--- config.mk ---
export PLATFORM = sky130hd
export DESIGN_NAME = irq_feed_agg
export DESIGN_NICKNAME = d
export VERILOG_FILES = /design/src/rtl/irq_feed_agg_pkg.sv /design/src/rtl/irq_src_bank.sv /design/src/rtl/irq_en_mask.sv /design/src/rtl/irq_rd_port.sv /design/src/rtl/irq_feed_agg.sv
export SDC_FILE = /design/constraint.sdc
export NUM_CORES = 1
export LEC_CHECK = 0
export CORE_MARGIN = 2
export CORE_UTILIZATION = 25
export DETAILED_ROUTE_END_ITERATION = 8
export GPL_ROUTABILITY_DRIVEN = 0
export GPL_TIMING_DRIVEN = 0
export PLACE_DENSITY = 0.76
export SETUP_SLACK_MARGIN = 0.02
export SYNTH_ARGS = -nofsm -noshare
export SYNTH_HDL_FRONTEND = slang
export SYNTH_HIERARCHICAL = 1
export SYNTH_SLANG_ARGS = --single-unit
--- constraint.sdc ---
create_clock -name clk -period 7.8 [get_ports clk]
set_input_delay 2.34 -clock clk [delete_from_list [all_inputs] [get_ports clk]]
set_output_delay 2.34 -clock clk [all_outputs]
set_load 0.02 [all_outputs]
--- src/rtl/irq_feed_agg_pkg.sv ---
package irq_feed_agg_pkg;

    localparam int unsigned SRC_COUNT   = 4;
    localparam int unsigned BUS_ADDR_W  = 8;
    localparam int unsigned BUS_DATA_W  = 32;

    // Byte offsets of the register file
    localparam int unsigned OFS_STATUS  = 'h00;
    localparam int unsigned OFS_EN_SET  = 'h04;
    localparam int unsigned OFS_EN_CLR  = 'h08;
    localparam int unsigned OFS_PENDING = 'h0C;

    // Source bit positions, shared by all registers
    localparam int unsigned SRC_BIT_PKEY   = 0;
    localparam int unsigned SRC_BIT_HASHIN = 1;
    localparam int unsigned SRC_BIT_OUTBLK = 2;
    localparam int unsigned SRC_BIT_INBLK  = 3;

    typedef enum logic [2:0] {
        SEL_STATUS,
        SEL_EN_SET,
        SEL_EN_CLR,
        SEL_PENDING,
        SEL_NONE
    } reg_sel_e;

    typedef struct packed {
        logic     wr;
        logic     rd;
        reg_sel_e sel;
    } bus_op_t;

    function automatic reg_sel_e decode_offset(input int unsigned ofs);
        reg_sel_e s;
        case (ofs)
            OFS_STATUS:  s = SEL_STATUS;
            OFS_EN_SET:  s = SEL_EN_SET;
            OFS_EN_CLR:  s = SEL_EN_CLR;
            OFS_PENDING: s = SEL_PENDING;
            default:     s = SEL_NONE;
        endcase
        return s;
    endfunction

endpackage

--- src/rtl/irq_src_bank.sv ---
module irq_src_bank #(
    parameter int unsigned NUM_SRC = 4
) (
    input  logic               clk,
    input  logic               rst,
    input  logic [NUM_SRC-1:0] evt,
    input  logic [NUM_SRC-1:0] ack,
    output logic [NUM_SRC-1:0] status
);

    for (genvar k = 0; k < NUM_SRC; k++) begin : g_cell
        logic flag_q;

        always_ff @(posedge clk) begin
            if (rst) begin
                flag_q <= 1'b0;
            end else if (evt[k]) begin
                // a fresh event outranks an acknowledge in the same cycle
                flag_q <= 1'b1;
            end else if (ack[k]) begin
                flag_q <= 1'b0;
            end
        end

        assign status[k] = flag_q;
    end

endmodule

--- src/rtl/irq_en_mask.sv ---
module irq_en_mask #(
    parameter int unsigned NUM_SRC = 4
) (
    input  logic               clk,
    input  logic               rst,
    input  logic [NUM_SRC-1:0] set_bits,
    input  logic [NUM_SRC-1:0] clr_bits,
    output logic [NUM_SRC-1:0] enable
);

    logic [NUM_SRC-1:0] en_q;
    logic [NUM_SRC-1:0] en_d;

    always_comb begin
        en_d = (en_q | set_bits) & ~clr_bits;
    end

    always_ff @(posedge clk) begin
        if (rst) begin
            en_q <= '0;
        end else begin
            en_q <= en_d;
        end
    end

    assign enable = en_q;

endmodule

--- src/rtl/irq_rd_port.sv ---
module irq_rd_port
    import irq_feed_agg_pkg::*;
#(
    parameter int unsigned NUM_SRC = 4,
    parameter int unsigned DATA_W  = 32
) (
    input  logic               clk,
    input  logic               rst,
    input  bus_op_t            op,
    input  logic [NUM_SRC-1:0] status,
    input  logic [NUM_SRC-1:0] enable,
    output logic [DATA_W-1:0]  rdata
);

    logic [NUM_SRC-1:0] field;
    logic [DATA_W-1:0]  rdata_q;

    always_comb begin
        case (op.sel)
            SEL_STATUS:  field = status;
            SEL_EN_SET:  field = enable;
            SEL_EN_CLR:  field = enable;
            SEL_PENDING: field = status & enable;
            default:     field = '0;
        endcase
    end

    always_ff @(posedge clk) begin
        if (rst) begin
            rdata_q <= '0;
        end else if (op.rd) begin
            rdata_q <= DATA_W'(field);
        end
    end

    assign rdata = rdata_q;

endmodule

--- src/rtl/irq_feed_agg.sv ---
module irq_feed_agg
    import irq_feed_agg_pkg::*;
#(
    parameter int unsigned NUM_SRC = SRC_COUNT,
    parameter int unsigned ADDR_W  = BUS_ADDR_W,
    parameter int unsigned DATA_W  = BUS_DATA_W
) (
    input  logic               clk,
    input  logic               rst,
    input  logic [NUM_SRC-1:0] evt_i,
    input  logic               bus_wr_en,
    input  logic               bus_rd_en,
    input  logic [ADDR_W-1:0]  bus_addr,
    input  logic [DATA_W-1:0]  bus_wdata,
    output logic [DATA_W-1:0]  bus_rdata,
    output logic               irq_o
);

    localparam int unsigned SPARE_W = DATA_W - NUM_SRC;

    bus_op_t            op;
    logic [NUM_SRC-1:0] wbits;
    logic [NUM_SRC-1:0] set_vec;
    logic [NUM_SRC-1:0] clr_vec;
    logic [NUM_SRC-1:0] ack_vec;
    logic [NUM_SRC-1:0] stat_vec;
    logic [NUM_SRC-1:0] en_vec;
    logic               unused_spare;

    assign unused_spare = ^bus_wdata[DATA_W-1:DATA_W-SPARE_W];
    assign wbits        = bus_wdata[NUM_SRC-1:0];

    always_comb begin
        op.wr  = bus_wr_en;
        op.rd  = bus_rd_en;
        op.sel = decode_offset(int'(bus_addr));
    end

    always_comb begin
        set_vec = '0;
        clr_vec = '0;
        ack_vec = '0;
        if (op.wr) begin
            case (op.sel)
                SEL_EN_SET:  set_vec = wbits;
                SEL_EN_CLR:  clr_vec = wbits;
                SEL_PENDING: ack_vec = wbits;
                default:     ;
            endcase
        end
    end

    irq_src_bank #(.NUM_SRC(NUM_SRC)) u_src (
        .clk    (clk),
        .rst    (rst),
        .evt    (evt_i),
        .ack    (ack_vec),
        .status (stat_vec)
    );

    irq_en_mask #(.NUM_SRC(NUM_SRC)) u_mask (
        .clk      (clk),
        .rst      (rst),
        .set_bits (set_vec),
        .clr_bits (clr_vec),
        .enable   (en_vec)
    );

    irq_rd_port #(.NUM_SRC(NUM_SRC), .DATA_W(DATA_W)) u_rd (
        .clk    (clk),
        .rst    (rst),
        .op     (op),
        .status (stat_vec),
        .enable (en_vec),
        .rdata  (bus_rdata)
    );

    assign irq_o = |(stat_vec & en_vec);

endmodule

==> results.cfg, run 1 <==
[status]
outcome = complete, no violations

[placed_design]
dpl_worst_slack_ps = 2990
hpwl_um = 1630
placed_cells = 222
post_dp_cell_area_mm2 = 0.00134
portBuffers = 24

[final_layout]
stdcell_count = 226
mostFrequentLayoutCell = buf_4
regArea_um2 = 240
fillers = 407
final_area_mm2 = 0.00140
most-common-layout-cells = buf_4 (32), conb_1 (28), clkdlybuf4s50_1 (24)
layout.nets = 227
multi_input_area_um2 = 504
syn_to_final_growth_pct = 48.5
num_antenna_cells = 0
layout-drive-gt1-share = 0.247

[power_and_ir_drop]
power_frac_comb = 0.261
seqPwrFrac = 0.362
p_leak_nw = 0.650
p_sw_uw = 45.6
p_per_area_mw_per_mm2 = 126
p_int_uw = 130
p_sw_frac = 0.259
vdd_ir_drop_max_uv = 75.8
pwr-share-clk = 0.377

[clocking]
cts_resized = 0
cts_tree = done
cts.sinks = 12
clock_latency_ps = 230
h-tree-depth = 1
postCtsHoldBufs = 0
cts_root_buffer = clkbuf_8
cts_setup_buffers = 0
path_clk_slew_ps = 50
clk_path_buf_depth = 2
cts_buffers = 3

[floorplanning]
pin_count = 81
die_h_um = 65.4
fp.dieArea_mm2 = 0.00427
initial_core_util = 0.259
row_count = 22
core_mm2 = 0.00363
fp.dieW_um = 65.4

[logic_synthesis]
ys_warn_count = 6
synth_edf_count = 0
synthCells = 123
ys_types = 27
synth_ff_type = dfxtp_1
ys_seq_area_frac = 0.255
syn_area_per_cell_um2 = 7.65
synth_area_um2 = 941
synth-async-reset-ratio = 0
ys_ff_latch = 12

[worst_setup_path]
rr_worst_depth = 4
worst_ep_required_time_ps = 7980
rrSetupSlack_ps = 6680
regToRegStartpoint = u_src/g_cell[3].flag_q
cp-end-kind = flop
critPathLaunchType = primary input
reg2reg_to = u_rd/rdata[3]
crit_type = in2reg
crit_arrival_ps = 4770
cp_max_fo = 10

[hold_path]
hold_path_end = u_rd/rdata[1]
holdCritStartpoint = u_rd/rdata[1]
min_path_cells = 1
hp-class = reg2reg

[timing]
timing.setup.tns_ps = 0
setup_viol_count_final = 0
relSlewSlack = 0.548
fin_crit_sh = 0.588
finalHoldViolCount = 0
max_clock_freq_mhz = 218
setup_slack_ps = 3210
fin_worst_skew_ps = 0.643
min_period_ps = 4590
maxSlewViolCount = 0
rsz0062_at_grt = no
timing_worst_slew_pin_value_ps = 672
hold_ws_ps = 452

[drt]
drt-wirelength-per-cell_um = 8.44
ant_nets = 0
drc = 0
first_pass_iters = 4
vias_per_cell = 3.96
drt_iter0_markers = 24
vias = 895
wl_um = 1910

[global_route]
overflow = 0
grt_pass1_vias = 803
grt_pass1_wl_um = 3170
grtUsageTotal = 0.0928
grt_max_degree = 12
antenna_found_initial = 0

[run]
max-cap-violations = 0
==> synthesized netlist by cell type (2+ instances only) <==
master | count | area share
nor3_1 | 12 | 0.064
o21ai_0 | 2 | 0.011
a21o_1 | 3 | 0.024
a21oi_1 | 5 | 0.027
a22oi_1 | 2 | 0.016
nor2_1 | 8 | 0.032
nor4_1 | 8 | 0.053
o21ai_1 | 3 | 0.016
nand2b_1 | 8 | 0.053
dfxtp_1 | 12 | 0.26
a2111oi_1 | 3 | 0.032
buf_4 | 32 | 0.26
nand2_1 | 5 | 0.020
inv_1 | 6 | 0.024
buf_6 | 2 | 0.024
==> cell families after synthesis <==
family | Yosys count | share of synthesized area
buf+inv | 43 | 0.316
other cells | 1 | 0.00399
compound gates | 19 | 0.134
simple gates | 48 | 0.290
flops | 12 | 0.255
==> stage by stage <==
stage          utilization  total power [mW]
6_report             0.385             0.176
5_1_grt              0.385             0.184
4_1_cts              0.385             0.177
3_5_place_dp         0.369             0.110
3_3_place_gp         0.369             0.110
2_1_floorplan            -            0.0975
==> worst max path at each step <==
| stage | startpoint | endpoint | depth (start not counted) |
|---|---|---|---|
| floorplan | bus_addr[5] | u_rd/rdata[0] | 7 |
| global placement | bus_addr[5] | u_rd/rdata[3] | 8 |
| detailed placement | bus_addr[5] | u_rd/rdata[3] | 8 |
| CTS | bus_addr[5] | u_rd/rdata[3] | 8 |
| global route | bus_addr[5] | u_rd/rdata[2] | 9 |
| finish | bus_addr[5] | u_rd/rdata[3] | 8 |
==> sequential cells by signal, indices dropped and copies added (netlist names) <==
name / flops
u_mask/enable: 4
u_src/g_cell.flag_q: 4
u_rd/rdata: 4
==> worst max-delay path, cell delays in order <==
cell and delay, ps:
clkdlybuf4s50_1 390, or4_4 530, buf_6 150, buf_6 130, nor3_1 560, nor3_1 110, a2111oi_1 440, a21o_1 120
==> per-layer routing <==
metal | wire [µm] | vias up | global-route usage
li1 | - | 475 | -
met2 | 924 | 36 | 0.167
met5 | 0 | - | 0
met1 | 820 | 382 | 0.109
met4 | 21 | 0 | 0.0260
met3 | 142 | 2 | 0.0223
==> cell type report <==
cell class	count	share of cell area
multi-input combinational	95	0.361
buffer	36	0.194
sequential	12	0.172
timing repair buffer	24	0.172
tap	48	0.0430
clock buffer	4	0.0394
inverter	7	0.0188
==> power groups by stage <==
| stage | clock [mW] | sequential, mW | combinational, mW |
|---|---|---|---|
| 6_report | 0.0664 | 0.0637 | 0.0459 |
| 4_1_cts | 0.0674 | 0.0637 | 0.0455 |
| 3_5_place_dp | 0 | 0.0650 | 0.0455 |
| 5_1_grt | 0.0710 | 0.0639 | 0.0493 |
| 2_1_floorplan | 0 | 0.0648 | 0.0326 |
| 3_3_place_gp | 0 | 0.0649 | 0.0451 |
Power figures use the tool's default switching activity.
==> run 2, diff against run 1 <==
==> constraint.sdc (replaced) <==
create_clock -name clk -period 4.3 [get_ports clk]
set_input_delay 1.29 -clock clk [delete_from_list [all_inputs] [get_ports clk]]
set_output_delay 1.29 -clock clk [all_outputs]
set_load 0.02 [all_outputs]
==> results of run 2 <==
Same layout as run 1 (identical final DEF). Status: complete, no violations.
Among the figures that moved: setup slack after placement 2990 ps -> 539 ps; setup slack after layout 3210 ps -> 761 ps; register-to-register setup slack 6680 ps -> 3180 ps; total power 0.176 mW -> 0.319 mW; worst IR drop on VDD 75.8 µV -> 137 µV
==> run 3, diff against run 2 <==
==> constraint.sdc (replaced) <==
create_clock -name clk -period 3.7 [get_ports clk]
set_input_delay 1.11 -clock clk [delete_from_list [all_inputs] [get_ports clk]]
set_output_delay 1.11 -clock clk [all_outputs]
set_load 0.02 [all_outputs]
==> results of run 3 <==
Same layout as run 1 (identical final DEF). Status: complete, no violations.
Among the figures that moved: setup slack after placement 2990 ps -> 119 ps; setup slack after layout 3210 ps -> 341 ps; register-to-register setup slack 6680 ps -> 2580 ps; total power 0.176 mW -> 0.371 mW; worst IR drop on VDD 75.8 µV -> 160 µV
